[src/rtl/acc_pkg.sv]
package acc_pkg;
    localparam int DW   = 16;
    localparam int AW   = 12;
    localparam int SHW  = 4;
    localparam int DEVW = 4;
    localparam int NDEV = 1 << DEVW;

    typedef enum logic [4:0] {
        OP_LDA, OP_JMP, OP_ADD, OP_JSR, OP_AND, OP_STA, OP_IAS,
        OP_SAL, OP_RAL, OP_SAZ, OP_SNZ, OP_SBS, OP_SNO, OP_CLA, OP_NEG,
        OP_MASK, OP_UNMASK, OP_IRET, OP_HALT, OP_OUT, OP_IN, OP_SENSE, OP_NOP
    } op_e;

    typedef struct packed {
        op_e             op;
        logic            mem_ref;
        logic            ind;
        logic [AW-1:0]   addr;
        logic [SHW-1:0]  nf;
        logic [DEVW-1:0] dev;
        logic [3:0]      func;
    } dec_t;

    typedef enum logic [2:0] {
        ALU_PASS, ALU_ADD, ALU_AND, ALU_INC, ALU_SHL, ALU_ROL, ALU_NEG
    } alu_e;

    typedef enum logic [3:0] {
        S_FETCH, S_DECODE, S_PTR_REQ, S_PTR_TAKE, S_OPERAND,
        S_MEMDONE, S_EXEC, S_IRQ, S_HALT
    } state_e;
endpackage

[src/rtl/acc_decode.sv]
module acc_decode
    import acc_pkg::*;
(
    input  logic [DW-1:0] ir,
    output dec_t          d
);
    always_comb begin
        d.mem_ref = (ir[DW-2:DW-4] != 3'b111);
        d.ind     = ir[DW-1] & d.mem_ref;
        d.addr    = ir[AW-1:0];
        d.nf      = ir[SHW-1:0];
        d.dev     = ir[7:4];
        d.func    = ir[3:0];
        d.op      = OP_NOP;
        unique case (ir[DW-2:DW-4])
            3'b000: d.op = OP_LDA;
            3'b001: d.op = OP_JMP;
            3'b010: d.op = OP_ADD;
            3'b011: d.op = OP_JSR;
            3'b100: d.op = OP_AND;
            3'b101: d.op = OP_STA;
            3'b110: d.op = OP_IAS;
            default: begin
                case (ir[DW-1:8])
                    8'h70:   d.op = OP_SAL;
                    8'hF0:   d.op = OP_RAL;
                    8'h74:   d.op = OP_SAZ;
                    8'hF4:   d.op = OP_SNZ;
                    8'hF5:   d.op = OP_SBS;
                    8'h75:   d.op = OP_SNO;
                    8'h71:   d.op = OP_CLA;
                    8'h72:   d.op = OP_NEG;
                    8'h78:   d.op = OP_MASK;
                    8'h79:   d.op = OP_HALT;
                    8'h7A:   d.op = OP_UNMASK;
                    8'h7B:   d.op = OP_IRET;
                    8'h7C:   d.op = OP_OUT;
                    8'h7D:   d.op = OP_IN;
                    8'h7E:   d.op = OP_SENSE;
                    default: d.op = OP_NOP;
                endcase
            end
        endcase
    end
endmodule

[src/rtl/acc_alu.sv]
module acc_alu
    import acc_pkg::*;
(
    input  logic [DW-1:0]  a,
    input  logic [DW-1:0]  b,
    input  alu_e           sel,
    input  logic [SHW-1:0] amt,
    output logic [DW-1:0]  y,
    output logic           v
);
    localparam logic [DW-1:0] ONE  = {{(DW-1){1'b0}}, 1'b1};
    localparam logic [DW-1:0] MAXP = {1'b0, {(DW-1){1'b1}}};

    logic [2*DW-1:0] dbl;
    logic [DW-1:0]   sum;

    always_comb begin
        dbl = {a, a} << amt;
        sum = a + b;
        y   = a;
        v   = 1'b0;
        unique case (sel)
            ALU_ADD: begin
                y = sum;
                v = (a[DW-1] == b[DW-1]) && (sum[DW-1] != a[DW-1]);
            end
            ALU_AND: y = a & b;
            ALU_INC: begin
                y = b + ONE;
                v = (b == MAXP);
            end
            ALU_SHL: y = a << amt;
            ALU_ROL: y = dbl[2*DW-1:DW];
            ALU_NEG: y = (~a) + ONE;
            default: y = a;
        endcase
    end

    always_comb begin
        if (sel == ALU_ROL) begin
            AST_ROL_POPCOUNT: assert ($countones(y) == $countones(a));
        end
    end
endmodule

[src/rtl/acc_irq.sv]
module acc_irq (
    input  logic clk,
    input  logic rst_n,
    input  logic irq,
    input  logic mask_set,
    input  logic mask_clr,
    input  logic take,
    output logic pend,
    output logic masked
);
    always_ff @(posedge clk) begin
        if (!rst_n) begin
            pend   <= 1'b0;
            masked <= 1'b0;
        end else begin
            pend <= (pend & ~take) | irq;
            if (mask_set)
                masked <= 1'b1;
            else if (mask_clr)
                masked <= 1'b0;
        end
    end

    AST_PEND_STICKY: assert property (@(posedge clk) disable iff (!rst_n)
        (pend && !take) |=> pend);
    AST_TAKE_MASKS: assert property (@(posedge clk) disable iff (!rst_n)
        take |=> masked);
    AST_NO_TAKE_MASKED: assert property (@(posedge clk) disable iff (!rst_n)
        masked |-> !take);
endmodule

[src/rtl/acc_core.sv]
module acc_core
    import acc_pkg::*;
#(
    parameter logic [AW-1:0] RESET_PC = '0,
    parameter logic [AW-1:0] IRQ_VEC  = 12'h040
) (
    input  logic            clk,
    input  logic            rst_n,
    output logic [AW-1:0]   mem_addr,
    output logic            mem_rd,
    output logic            mem_wr,
    output logic [DW-1:0]   mem_wdata,
    input  logic [DW-1:0]   mem_rdata,
    output logic [DEVW-1:0] io_dev,
    output logic [3:0]      io_func,
    output logic [DW-1:0]   io_dout,
    input  logic [DW-1:0]   io_din,
    output logic            io_out_stb,
    output logic            io_in_stb,
    input  logic [NDEV-1:0] io_sense,
    input  logic            irq,
    input  logic            run,
    input  logic            step,
    output logic            halted,
    output logic [DW-1:0]   acc,
    output logic [AW-1:0]   pc,
    output logic            ovf
);
    localparam logic [AW-1:0] PC1 = {{(AW-1){1'b0}}, 1'b1};
    localparam logic [AW-1:0] PC2 = {{(AW-2){1'b0}}, 2'b10};

    state_e        state_q, state_d, done_tgt;
    logic [AW-1:0] pc_q, ma_q, sh_pc;
    logic [DW-1:0] ac_q, ir_q, sh_ac, ir_src;
    logic          ov_q, sh_ov, single_q;
    dec_t          dec;
    alu_e          alu_sel;
    logic [DW-1:0] alu_y;
    logic          alu_v;
    logic          pend, masked, irq_go, take, mask_set, mask_clr, skip;

    assign ir_src = (state_q == S_DECODE) ? mem_rdata : ir_q;

    acc_decode u_dec (.ir(ir_src), .d(dec));

    always_comb begin
        unique case (dec.op)
            OP_ADD:  alu_sel = ALU_ADD;
            OP_AND:  alu_sel = ALU_AND;
            OP_IAS:  alu_sel = ALU_INC;
            OP_SAL:  alu_sel = ALU_SHL;
            OP_RAL:  alu_sel = ALU_ROL;
            OP_NEG:  alu_sel = ALU_NEG;
            default: alu_sel = ALU_PASS;
        endcase
    end

    acc_alu u_alu (
        .a(ac_q), .b(mem_rdata), .sel(alu_sel), .amt(dec.nf),
        .y(alu_y), .v(alu_v)
    );

    assign take     = (state_q == S_IRQ);
    assign mask_set = take || (state_q == S_EXEC && dec.op == OP_MASK);
    assign mask_clr = (state_q == S_EXEC) && (dec.op == OP_UNMASK || dec.op == OP_IRET);

    acc_irq u_irq (
        .clk(clk), .rst_n(rst_n), .irq(irq), .mask_set(mask_set),
        .mask_clr(mask_clr), .take(take), .pend(pend), .masked(masked)
    );

    assign irq_go   = pend & ~masked;
    assign done_tgt = single_q ? S_HALT : S_FETCH;

    always_comb begin
        unique case (dec.op)
            OP_SAZ:   skip = (ac_q == '0);
            OP_SNZ:   skip = (ac_q != '0);
            OP_SBS:   skip = ac_q[4'd15 - dec.nf];
            OP_SNO:   skip = !ov_q;
            OP_SENSE: skip = io_sense[dec.dev];
            default:  skip = 1'b0;
        endcase
    end

    // next state
    always_comb begin
        state_d = state_q;
        unique case (state_q)
            S_FETCH:    state_d = irq_go ? S_IRQ : S_DECODE;
            S_DECODE:   state_d = !dec.mem_ref ? S_EXEC : (dec.ind ? S_PTR_REQ : S_OPERAND);
            S_PTR_REQ:  state_d = S_PTR_TAKE;
            S_PTR_TAKE: state_d = mem_rdata[DW-1] ? S_PTR_REQ : S_OPERAND;
            S_OPERAND: begin
                if (dec.op == OP_JMP || dec.op == OP_STA || dec.op == OP_JSR)
                    state_d = done_tgt;
                else
                    state_d = S_MEMDONE;
            end
            S_MEMDONE:  state_d = done_tgt;
            S_EXEC:     state_d = (dec.op == OP_HALT) ? S_HALT : done_tgt;
            S_IRQ:      state_d = S_FETCH;
            S_HALT:     state_d = (run || step) ? S_FETCH : S_HALT;
            default:    state_d = S_FETCH;
        endcase
    end

    // state register
    always_ff @(posedge clk) begin
        if (!rst_n)
            state_q <= S_FETCH;
        else
            state_q <= state_d;
    end

    // datapath registers
    always_ff @(posedge clk) begin
        if (!rst_n) begin
            pc_q     <= RESET_PC;
            ac_q     <= '0;
            ov_q     <= 1'b0;
            ir_q     <= '0;
            ma_q     <= '0;
            sh_pc    <= '0;
            sh_ac    <= '0;
            sh_ov    <= 1'b0;
            single_q <= 1'b0;
        end else begin
            if (state_q == S_HALT) begin
                if (step)
                    single_q <= 1'b1;
                else if (run)
                    single_q <= 1'b0;
            end else if (state_d == S_HALT) begin
                single_q <= 1'b0;
            end
            unique case (state_q)
                S_DECODE: begin
                    ir_q <= mem_rdata;
                    ma_q <= mem_rdata[AW-1:0];
                end
                S_PTR_TAKE: ma_q <= mem_rdata[AW-1:0];
                S_OPERAND: begin
                    if (dec.op == OP_JMP) begin
                        pc_q <= ma_q;
                    end else if (dec.op == OP_STA) begin
                        pc_q <= pc_q + PC1;
                    end else if (dec.op == OP_JSR) begin
                        pc_q <= ma_q + PC1;
                        ac_q <= '0;
                    end
                end
                S_MEMDONE: begin
                    pc_q <= pc_q + PC1;
                    unique case (dec.op)
                        OP_LDA: ac_q <= mem_rdata;
                        OP_AND: ac_q <= alu_y;
                        OP_ADD: begin
                            ac_q <= alu_y;
                            ov_q <= alu_v;
                        end
                        OP_IAS: begin
                            ac_q <= alu_y;
                            ov_q <= alu_v;
                            if (alu_y == '0)
                                pc_q <= pc_q + PC2;
                        end
                        default: ;
                    endcase
                end
                S_EXEC: begin
                    pc_q <= skip ? pc_q + PC2 : pc_q + PC1;
                    unique case (dec.op)
                        OP_SAL, OP_RAL, OP_NEG: ac_q <= alu_y;
                        OP_CLA: begin
                            ac_q <= '0;
                            ov_q <= 1'b0;
                        end
                        OP_IN: ac_q <= io_din;
                        OP_IRET: begin
                            pc_q <= sh_pc;
                            ac_q <= sh_ac;
                            ov_q <= sh_ov;
                        end
                        default: ;
                    endcase
                end
                S_IRQ: begin
                    sh_pc <= pc_q;
                    sh_ac <= ac_q;
                    sh_ov <= ov_q;
                    pc_q  <= IRQ_VEC;
                end
                default: ;
            endcase
        end
    end

    // outputs
    always_comb begin
        mem_addr   = pc_q;
        mem_rd     = 1'b0;
        mem_wr     = 1'b0;
        mem_wdata  = ac_q;
        io_out_stb = 1'b0;
        io_in_stb  = 1'b0;
        unique case (state_q)
            S_FETCH:   mem_rd = !irq_go;
            S_PTR_REQ: begin
                mem_addr = ma_q;
                mem_rd   = 1'b1;
            end
            S_OPERAND: begin
                mem_addr = ma_q;
                if (dec.op == OP_STA) begin
                    mem_wr = 1'b1;
                end else if (dec.op == OP_JSR) begin
                    mem_wr    = 1'b1;
                    mem_wdata = {{(DW-AW){1'b0}}, pc_q + PC1};
                end else if (dec.op != OP_JMP) begin
                    mem_rd = 1'b1;
                end
            end
            S_MEMDONE: begin
                mem_addr = ma_q;
                if (dec.op == OP_IAS) begin
                    mem_wr    = 1'b1;
                    mem_wdata = alu_y;
                end
            end
            S_EXEC: begin
                io_out_stb = (dec.op == OP_OUT);
                io_in_stb  = (dec.op == OP_IN);
            end
            default: ;
        endcase
    end

    assign io_dev  = dec.dev;
    assign io_func = dec.func;
    assign io_dout = ac_q;
    assign halted  = (state_q == S_HALT);
    assign acc     = ac_q;
    assign pc      = pc_q;
    assign ovf     = ov_q;

    AST_IRQ_VECTOR: assert property (@(posedge clk) disable iff (!rst_n)
        (state_q == S_IRQ) |=> (pc_q == IRQ_VEC));
    AST_CALL_CLEARS: assert property (@(posedge clk) disable iff (!rst_n)
        (state_q == S_OPERAND && dec.op == OP_JSR) |=> (ac_q == '0));
    AST_HALT_HOLDS: assert property (@(posedge clk) disable iff (!rst_n)
        (state_q == S_HALT && !run && !step) |=> (state_q == S_HALT && $stable(pc_q)));
    AST_OVF_SOURCES: assert property (@(posedge clk) disable iff (!rst_n)
        !$stable(ov_q) |-> ($past(state_q) == S_MEMDONE || $past(state_q) == S_EXEC));
    AST_STROBES_APART: assert property (@(posedge clk) disable iff (!rst_n)
        !(io_out_stb && io_in_stb));
    AST_RESET_NO_WRITE: assert property (@(posedge clk)
        !rst_n |-> !mem_wr);
endmodule

[config.mk]
export PLATFORM = sky130hd
export DESIGN_NAME = acc_core
export DESIGN_NICKNAME = d
export VERILOG_FILES = /design/src/rtl/acc_pkg.sv /design/src/rtl/acc_decode.sv /design/src/rtl/acc_alu.sv /design/src/rtl/acc_irq.sv /design/src/rtl/acc_core.sv
export SDC_FILE = /design/constraint.sdc
export NUM_CORES = 1
export LEC_CHECK = 0
export BUFFER_PORTS_ARGS = -buffer_cell sky130_fd_sc_hd__buf_4
export CAP_MARGIN = 5
export CORE_UTILIZATION = 46
export DETAILED_ROUTE_END_ITERATION = 7
export PLACE_DENSITY = 0.66
export REMOVE_ABC_BUFFERS = 1
export SYNTH_ARGS = -nofsm -noshare
export SYNTH_HDL_FRONTEND = slang
export SYNTH_SLANG_ARGS = --single-unit
export TNS_END_PERCENT = 5
[constraint.sdc]
create_clock -name clk -period 9.1 [get_ports clk]
set_clock_uncertainty 0.1 [all_clocks]
set_input_delay 1.82 -clock clk [delete_from_list [all_inputs] [get_ports clk]]
set_output_delay 1.82 -clock clk [all_outputs]
set_load 0.02 [all_outputs]
==> summary.md, run 1 <==
| Metric | Value |
|---|---|
| Post-CTS Setup Bufs | 0 |
| Post-synth top cells | 253 x nand2_1, 146 x a21oi_1, 135 x nor2_1 |
| Synth Instances | 1507 |
| Mapped Avg Cell Area | 6.76 µm² |
| Die Area | 22800 µm² |
| Sw power | 888 µW |
| Core ar. | 21800 µm² |
| Dpl cell area | 11200 µm² |
| Area growth from synthesis to layout | 12.8% |
| Clock sink count | 93 |
| Count leader, synth | nand2_1 |
| Deepest clock path buffer count | 2 |
| Drt via density | 6.70 |
| Setup violators final | 0 |
| Drt first pass iters | 6 |
| Global route total overflow | 0 |
| # hold bufs at CTS | 0 |
| Via count | 12300 |
| Final period utilization | 0.925 |
| Die Y | 151 µm |
| Port Buffers | 138 |
| Die X-Extent | 151 µm |
| Fill cells | 2243 |
| Status | completed |
| Worst Setup Slack, final | 681 ps |
| Max-slew violation count | 0 |
| Netlist cell types | 83 |
| R2R depth | 21 |
| Critical Path Fanout Max | 9 |
| GP Congestion | 1.14 |
| CTS tree | done |
| Internal power | 949 µW |
| Final Hold Fails | 0 |
| CP Launch Type | primary input |
| Nets@finish | 1622 |
| CP arrival | 6500 ps |
| Comb pwr share | 0.517 |
| Most used routing layer | met2 |
| Largest cells by area after synthesis | dfxtp_1 18%, nand2_1 9.3%, a21oi_1 7.2% |
| Sequential fraction of the synthesis area | 0.183 |
| GRT Overall Usage | 0.418 |
| Finished Layout Cells | 1834 |
| Share of cells above drive strength 1 | 0.162 |
| Site Rows | 54 |
| Largest net degree at the start of global routing | 56 |
| Routed WL | 47.6 mm |
| Met1 Use GR | 0.552 |
| Power per standard cell area | 160 nW/µm² |
| Fmax | 0.119 GHz |
| CTS clock-pin slew for the worst setup and hold paths | 70 ps |
| Clock share of power | 0.215 |
| Post-route DRC | 0 |
| Crit Path Category | primary input to primary output |
| Post-synth top area share | 0.183 |
| Worst slew pin tran | 1200 ps |
| Worst VDD drop | 0.0942 mV |
| R2r startpoint | state_q[3]$_SDFF_PN0_ |
| WP data required | 7180 ps |
| CP endpoint kind | primary output |
| Worst Hold Class | register to register |
| Sw Share | 0.483 |
| Final antenna-violating net count | 0 |
| Warnings, synthesis | 0 |
| Number of synthesized flops with an enable pin | 0 |
| Post-CTS sizing | 0 |
| Area leader, netlist | dfxtp_1 |
| Root Driver | clkbuf_16 |
| Pre-CTS setup slack | 882 ps |
| Max Cap Viol | 0 |
| Worst Hold Depth | 2 |
| Minimum clock period | 8420 ps |
| Synth Cell Area | 10200 µm² |
| Hold Slack | 351 ps |
| RSZ-0062 raised after global routing | false |
| Post-route cell area | 11500 µm² |
| Hold_sp | sh_ac[10]$_SDFFE_PN0P_ |
| Cell leakage power | 4.52 nW |
| Initial antenna violation count | 1 |
| CTS buffer count | 9 |
| H-tree levels | 3 |
| DR iter-0 viols | 1265 |
| Synth Flop Type | dfxtp_1 |
| Relative slew slack | 0.199 |
| Seq pwr share | 0.268 |
| Worst skew pair latency | 370 ps |
| TNS Setup | 0 ps |
| Starting Density | 0.468 |
| I/O pins | 139 |
| WL per Instance | 26.0 µm |
| GRT met2 Usage | 0.638 |
| DP HPWL | 35.3 mm |
| Number of global-route vias before repair | 11000 |
| R2R Path End | pc[7]$_SDFFE_PN0P_ |
| Fraction of registers with async set/reset | 0 |
| WHS Endpoint | sh_ac[10]$_SDFFE_PN0P_ |
| Met3 usage | 0.0901 |
| Reg2Reg Setup Slack | 1740 ps |
| Yosys reg bits | 93 |
| Dpl cells | 1817 |
| First-pass GRT wire length | 70.0 mm |
-- routing by layer --
layer | wire length [µm] | share of wire
met3 | 5290 | 0.11
met2 | 20500 | 0.43
met5 | 0 | 0
met1 | 19300 | 0.41
met4 | 2530 | 0.053
-- worst max-delay path: stages --
cell	delay, ps
buf_4	160
and3_1	290
nand4_1	160
o221ai_1	400
inv_1	170
a21oi_2	350
nor2_1	230
a21oi_1	300
ha_1	390
and3_1	250
and3_1	230
nand2_1	110
nor2_1	130
xnor2_1	80
a21oi_1	210
a21oi_1	70
o211ai_1	310
o21ai_0	170
o21ai_0	200
a22o_1	190
a22o_1	140
buf_4	140
-- placed cells by master (no fill, tap or decap), types with 8 or more instances in the layout --
cell,count
nand3_1,39
mux2_2,18
clkbuf_16,9
a21o_1,9
or3_1,11
xnor2_1,26
buf_4,183
o22ai_1,16
inv_1,18
nor2_1,135
and2_1,9
nor3_1,32
a221o_1,10
nand4_1,18
o21a_1,11
a21oi_1,146
dfxtp_1,93
o31ai_1,8
a22o_1,10
nor4_1,8
xor2_1,37
o211ai_1,24
nand2_1,253
mux2i_1,61
a221oi_1,14
a31oi_1,15
ha_1,20
nor2b_1,10
a211oi_1,20
a22oi_1,20
o21ai_0,115
and3_1,20
nand2b_1,17
-- flip-flops by register name, indices dropped and copies added (netlist names), 4 cells and up --
signal,flops
ir_q,16
ma_q,12
sh_pc,12
pc,12
sh_ac,16
state_q,4
acc,16
-- power by group through the flow --
stage / logic, mW / registers, mW / clock network [mW]
floorplan: 0.538 / 0.513 / 0
global placement: 0.913 / 0.499 / 0
detailed placement: 0.912 / 0.500 / 0
CTS: 0.917 / 0.490 / 0.401
global route: 1.00 / 0.497 / 0.414
finish: 0.949 / 0.493 / 0.395
-- area by class of cell --
type / instances / area [µm²] / area share
well taps: 280 / 350 / 0.0305
clock buffers: 9 / 225 / 0.0196
diodes: 1 / 2.50 / 0.000218
inverters: 23 / 86.3 / 0.00751
clock inverters: 7 / 62.6 / 0.00544
multi-input cells: 1238 / 7530 / 0.655
repair buffers: 183 / 1370 / 0.120
flip-flops and latches: 93 / 1860 / 0.162
-- how the worst max path moves through the flow --
stage	slack (ps)	endpoint	from
after floorplan	1560	mem_wdata[10]	state_q[0]$_SDFF_PN0_
after global placement	860	mem_wdata[14]	mem_rdata[14]
after detailed placement	880	mem_wdata[14]	mem_rdata[14]
after CTS	860	mem_wdata[14]	mem_rdata[14]
after global routing	350	mem_wdata[14]	mem_rdata[14]
final	680	mem_wdata[14]	mem_rdata[14]
-- metrics by stage --
step                      utilization  power [mW]
after CTS                       0.528        1.81
final                           0.528        1.84
after floorplan                     -        1.05
after global placement          0.515        1.41
after global routing            0.528        1.91
after detailed placement        0.515        1.41
-- logic make-up (layout without fill, tap and decap cells) --
family / after synthesis / in the layout / synth area share
adders and majority gates: 21 / 21 / 0.0265
AOI/OAI and AO/OA: 488 / 488 / 0.306
DFF: 93 / 93 / 0.183
buffers and inverters: 176 / 222 / 0.0791
xor gates and xnor gates: 63 / 63 / 0.0542
muxes: 84 / 84 / 0.0901
and+or+nand+nor: 582 / 582 / 0.261
other: 0 / 1 / 0
No activity file was read; power rests on OpenSTA's default activity.
==> run 2: changes to the inputs <==
--- a/config.mk
+++ b/config.mk
@@ -7,9 +7,11 @@
 export LEC_CHECK = 0
 export BUFFER_PORTS_ARGS = -buffer_cell sky130_fd_sc_hd__buf_4
 export CAP_MARGIN = 5
-export CORE_UTILIZATION = 46
+export CELL_PAD_IN_SITES_DETAIL_PLACEMENT = 2
+export CELL_PAD_IN_SITES_GLOBAL_PLACEMENT = 2
+export CORE_UTILIZATION = 33
 export DETAILED_ROUTE_END_ITERATION = 7
-export PLACE_DENSITY = 0.66
+export PLACE_DENSITY_LB_ADDON = 0.1
 export REMOVE_ABC_BUFFERS = 1
 export SYNTH_ARGS = -nofsm -noshare
 export SYNTH_HDL_FRONTEND = slang
==> run 2 against run 1 <==
Combinational power is 4.4% higher; worst hold slack improved by 8.5 ps; first-iteration DRC count shrank 16%; setup slack worse by 30 ps; final cell count is 6.2% higher; sequential power fell by 0.8%; highest routed layer unchanged.
==> summary.md, run 2 (same netlist as run 1, synthesis figures left out) <==
| Metric | Value |
|---|---|
| Routed WL | 55.3 mm (+16%) |
| Commonest non-fill, non-tap cell in the layout | nand2_1 |
| Met2 routed wirelength | 26.0 mm (+27%) |
| CP arrival | 6530 ps (+30 ps) |
| TNS Setup | 0 ps (unchanged) |
| Core ar. | 30000 µm² (+38%) |
| Drt first pass iters | 5 (-1) |
| Top Layer Used | met4 |
| Crit Path Category | primary input to primary output |
| Final Util | 0.389 (-0.139) |
| DP HPWL | 40.7 mm (+15%) |
| Met3 Wirelength | 3.33 mm (-37%) |
| CP endpoint kind | primary output |
| Sw Share | 0.479 (-0.00408) |
| Post-CTS sizing | 0 (unchanged) |
| Die Area | 31600 µm² (+39%) |
| RSZ-0062 raised after global routing | false |
| Fill cells | 3638 (+62%) |
| Worst skew pair latency | 400 ps (+30 ps) |
| Share of cells above drive strength 1 | 0.164 (+0.00215) |
| Most frequent cells in the layout | 253 x nand2_1, 187 x buf_4, 146 x a21oi_1, 135 x nor2_1, 114 x o21ai_0 |
| WL met1 | 23.8 mm (+23%) |
| Seq pwr share | 0.252 (-0.016) |
| Relative slew slack | 0.176 (-0.0224) |
| Final antenna-violating net count | 0 (unchanged) |
| GP Congestion | 1.05 (-7.9%) |
| Dpl cells | 1931 (+6.3%) |
| Clock share of power | 0.237 (+0.022) |
| Via count | 12400 (+1.1%) |
| Internal power | 1.01 mW (+6.6%) |
| Finished Layout Cells | 1947 (+6.2%) |
| WP data required | 7180 ps (about the same) |
| Port Buffers | 138 (unchanged) |
| Post-CTS Setup Bufs | 0 (unchanged) |
| Max Cap Viol | 0 (unchanged) |
| Die X-Extent | 178 µm (+18%) |
| CTS buffer count | 9 (unchanged) |
| Minimum clock period | 8450 ps (+30.1 ps) |
| DR iter-0 viols | 1062 (-16%) |
| Starting Density | 0.339 (-0.129) |
| Ant. Diodes | 0 (-1) |
| Largest net degree at the start of global routing | 54 (-3.6%) |
| Fmax | 0.118 GHz (-0.36%) |
| Clock sink count | 93 (unchanged) |
| Comb pwr share | 0.510 (-0.007) |
| I/O pins | 139 (unchanged) |
| Drt via density | 6.38 (-4.7%) |
| Design Power | 1.94 mW (+5.7%) |
| Max-slew violation count | 0 (unchanged) |
| Global route total overflow | 0 (unchanged) |
| CTS tree | done |
| Sw power | 931 µW (+4.8%) |
| Status | completed |
| Area growth from synthesis to layout | 14.8% |
| Power per standard cell area | 166 nW/µm² (+3.9%) |
| Die Y | 178 µm (+18%) |
| Setup violators final | 0 (unchanged) |
| Root Driver | clkbuf_16 |
| Final period utilization | 0.928 (+0.00331) |
| Post-route DRC | 0 (unchanged) |
| Nets@finish | 1626 (+0.25%) |
| Worst slew pin tran | 1220 ps (+22.3 ps) |
| H-tree levels | 3 (unchanged) |
| CTS clock-pin slew for the worst setup and hold paths | 80 ps (about the same) |
| Worst Hold Class | register to register |
| Area of the multi-input gates | 7530 µm² (about the same) |
| GRT Overall Usage | 0.350 (-0.0674) |
| WL per Instance | 28.4 µm (+9.5%) |
| Site Rows | 63 (+17%) |
| Number of global-route vias before repair | 12600 (+14%) |
| Register area | 1860 µm² (unchanged) |
| Deepest clock path buffer count | 2 (unchanged) |
| # hold bufs at CTS | 0 (unchanged) |
| Final Hold Fails | 0 (unchanged) |
| Critical Path Fanout Max | 10 (+1) |
| Cell leakage power | 4.55 nW (+0.73%) |
| CP Launch Type | primary input |
| First-pass GRT wire length | 81.9 mm (+17%) |
| Worst VDD drop | 0.104 mV (+10%) |
| Initial antenna violation count | 0 (-1) |
-- run 2: metrics by stage --
stage	setup slack [ps]	hold WS, ps	cell area (µm²)
after global placement	1020	335	11400
after floorplan	1560	333	9470
after detailed placement	852	351	11400
final	651	360	11700
after global routing	405	377	11700
after CTS	799	362	11700
-- run 2: layout make-up --
class	instances	share of cell area
Inverter	23	0.00738
Multi-Input combinational cell	1238	0.644
Timing Repair Buffer	187	0.120
Tap cell	390	0.0417
Sequential cell	93	0.159
Clock buffer	11	0.0208
Clock inverter	5	0.00706
-- run 2: worst paths after layout --
kind / startpoint / end / slack (ps) / cells after the start
setup reg to reg: state_q[0]$_SDFF_PN0_ / pc[6]$_SDFFE_PN0P_ / 1880 / 22
setup / recovery: mem_rdata[12] / mem_wdata[14] / 650 / 22
hold reg to reg: sh_ac[13]$_SDFFE_PN0P_ / sh_ac[13]$_SDFFE_PN0P_ / 360 / 2
hold / removal: sh_ac[13]$_SDFFE_PN0P_ / sh_ac[13]$_SDFFE_PN0P_ / 360 / 2
-- run 2: critical path, stage by stage --
cell and delay, ps:
buf_4 190, and3_1 340, nand4_1 150, o221ai_1 420
inv_1 180, a21oi_2 350, nor2_1 200, a21oi_1 290
ha_1 380, and3_1 270, and3_1 240, nand2_1 100
nor2_1 130, xnor2_1 80, a21oi_1 150, a21oi_1 60
o211ai_1 310, o21ai_0 140, o21ai_0 180, a22o_1 190
a22o_1 170, buf_4 160
-- run 2: power by group through the flow --
stage | Clock, mW | Combinational [mW] | Sequential [mW]
CTS | 0.467 | 0.976 | 0.487
global route | 0.479 | 1.05 | 0.492
finish | 0.461 | 0.991 | 0.489
detailed placement | 0 | 0.970 | 0.497
floorplan | 0 | 0.538 | 0.513
global placement | 0 | 0.952 | 0.496
-- run 2: routing by layer --
metal,track usage,vias up
met5,0,-
met4,0.148,0
met3,0.0478,109
met2,0.591,461
met1,0.445,6336
li1,-,5519
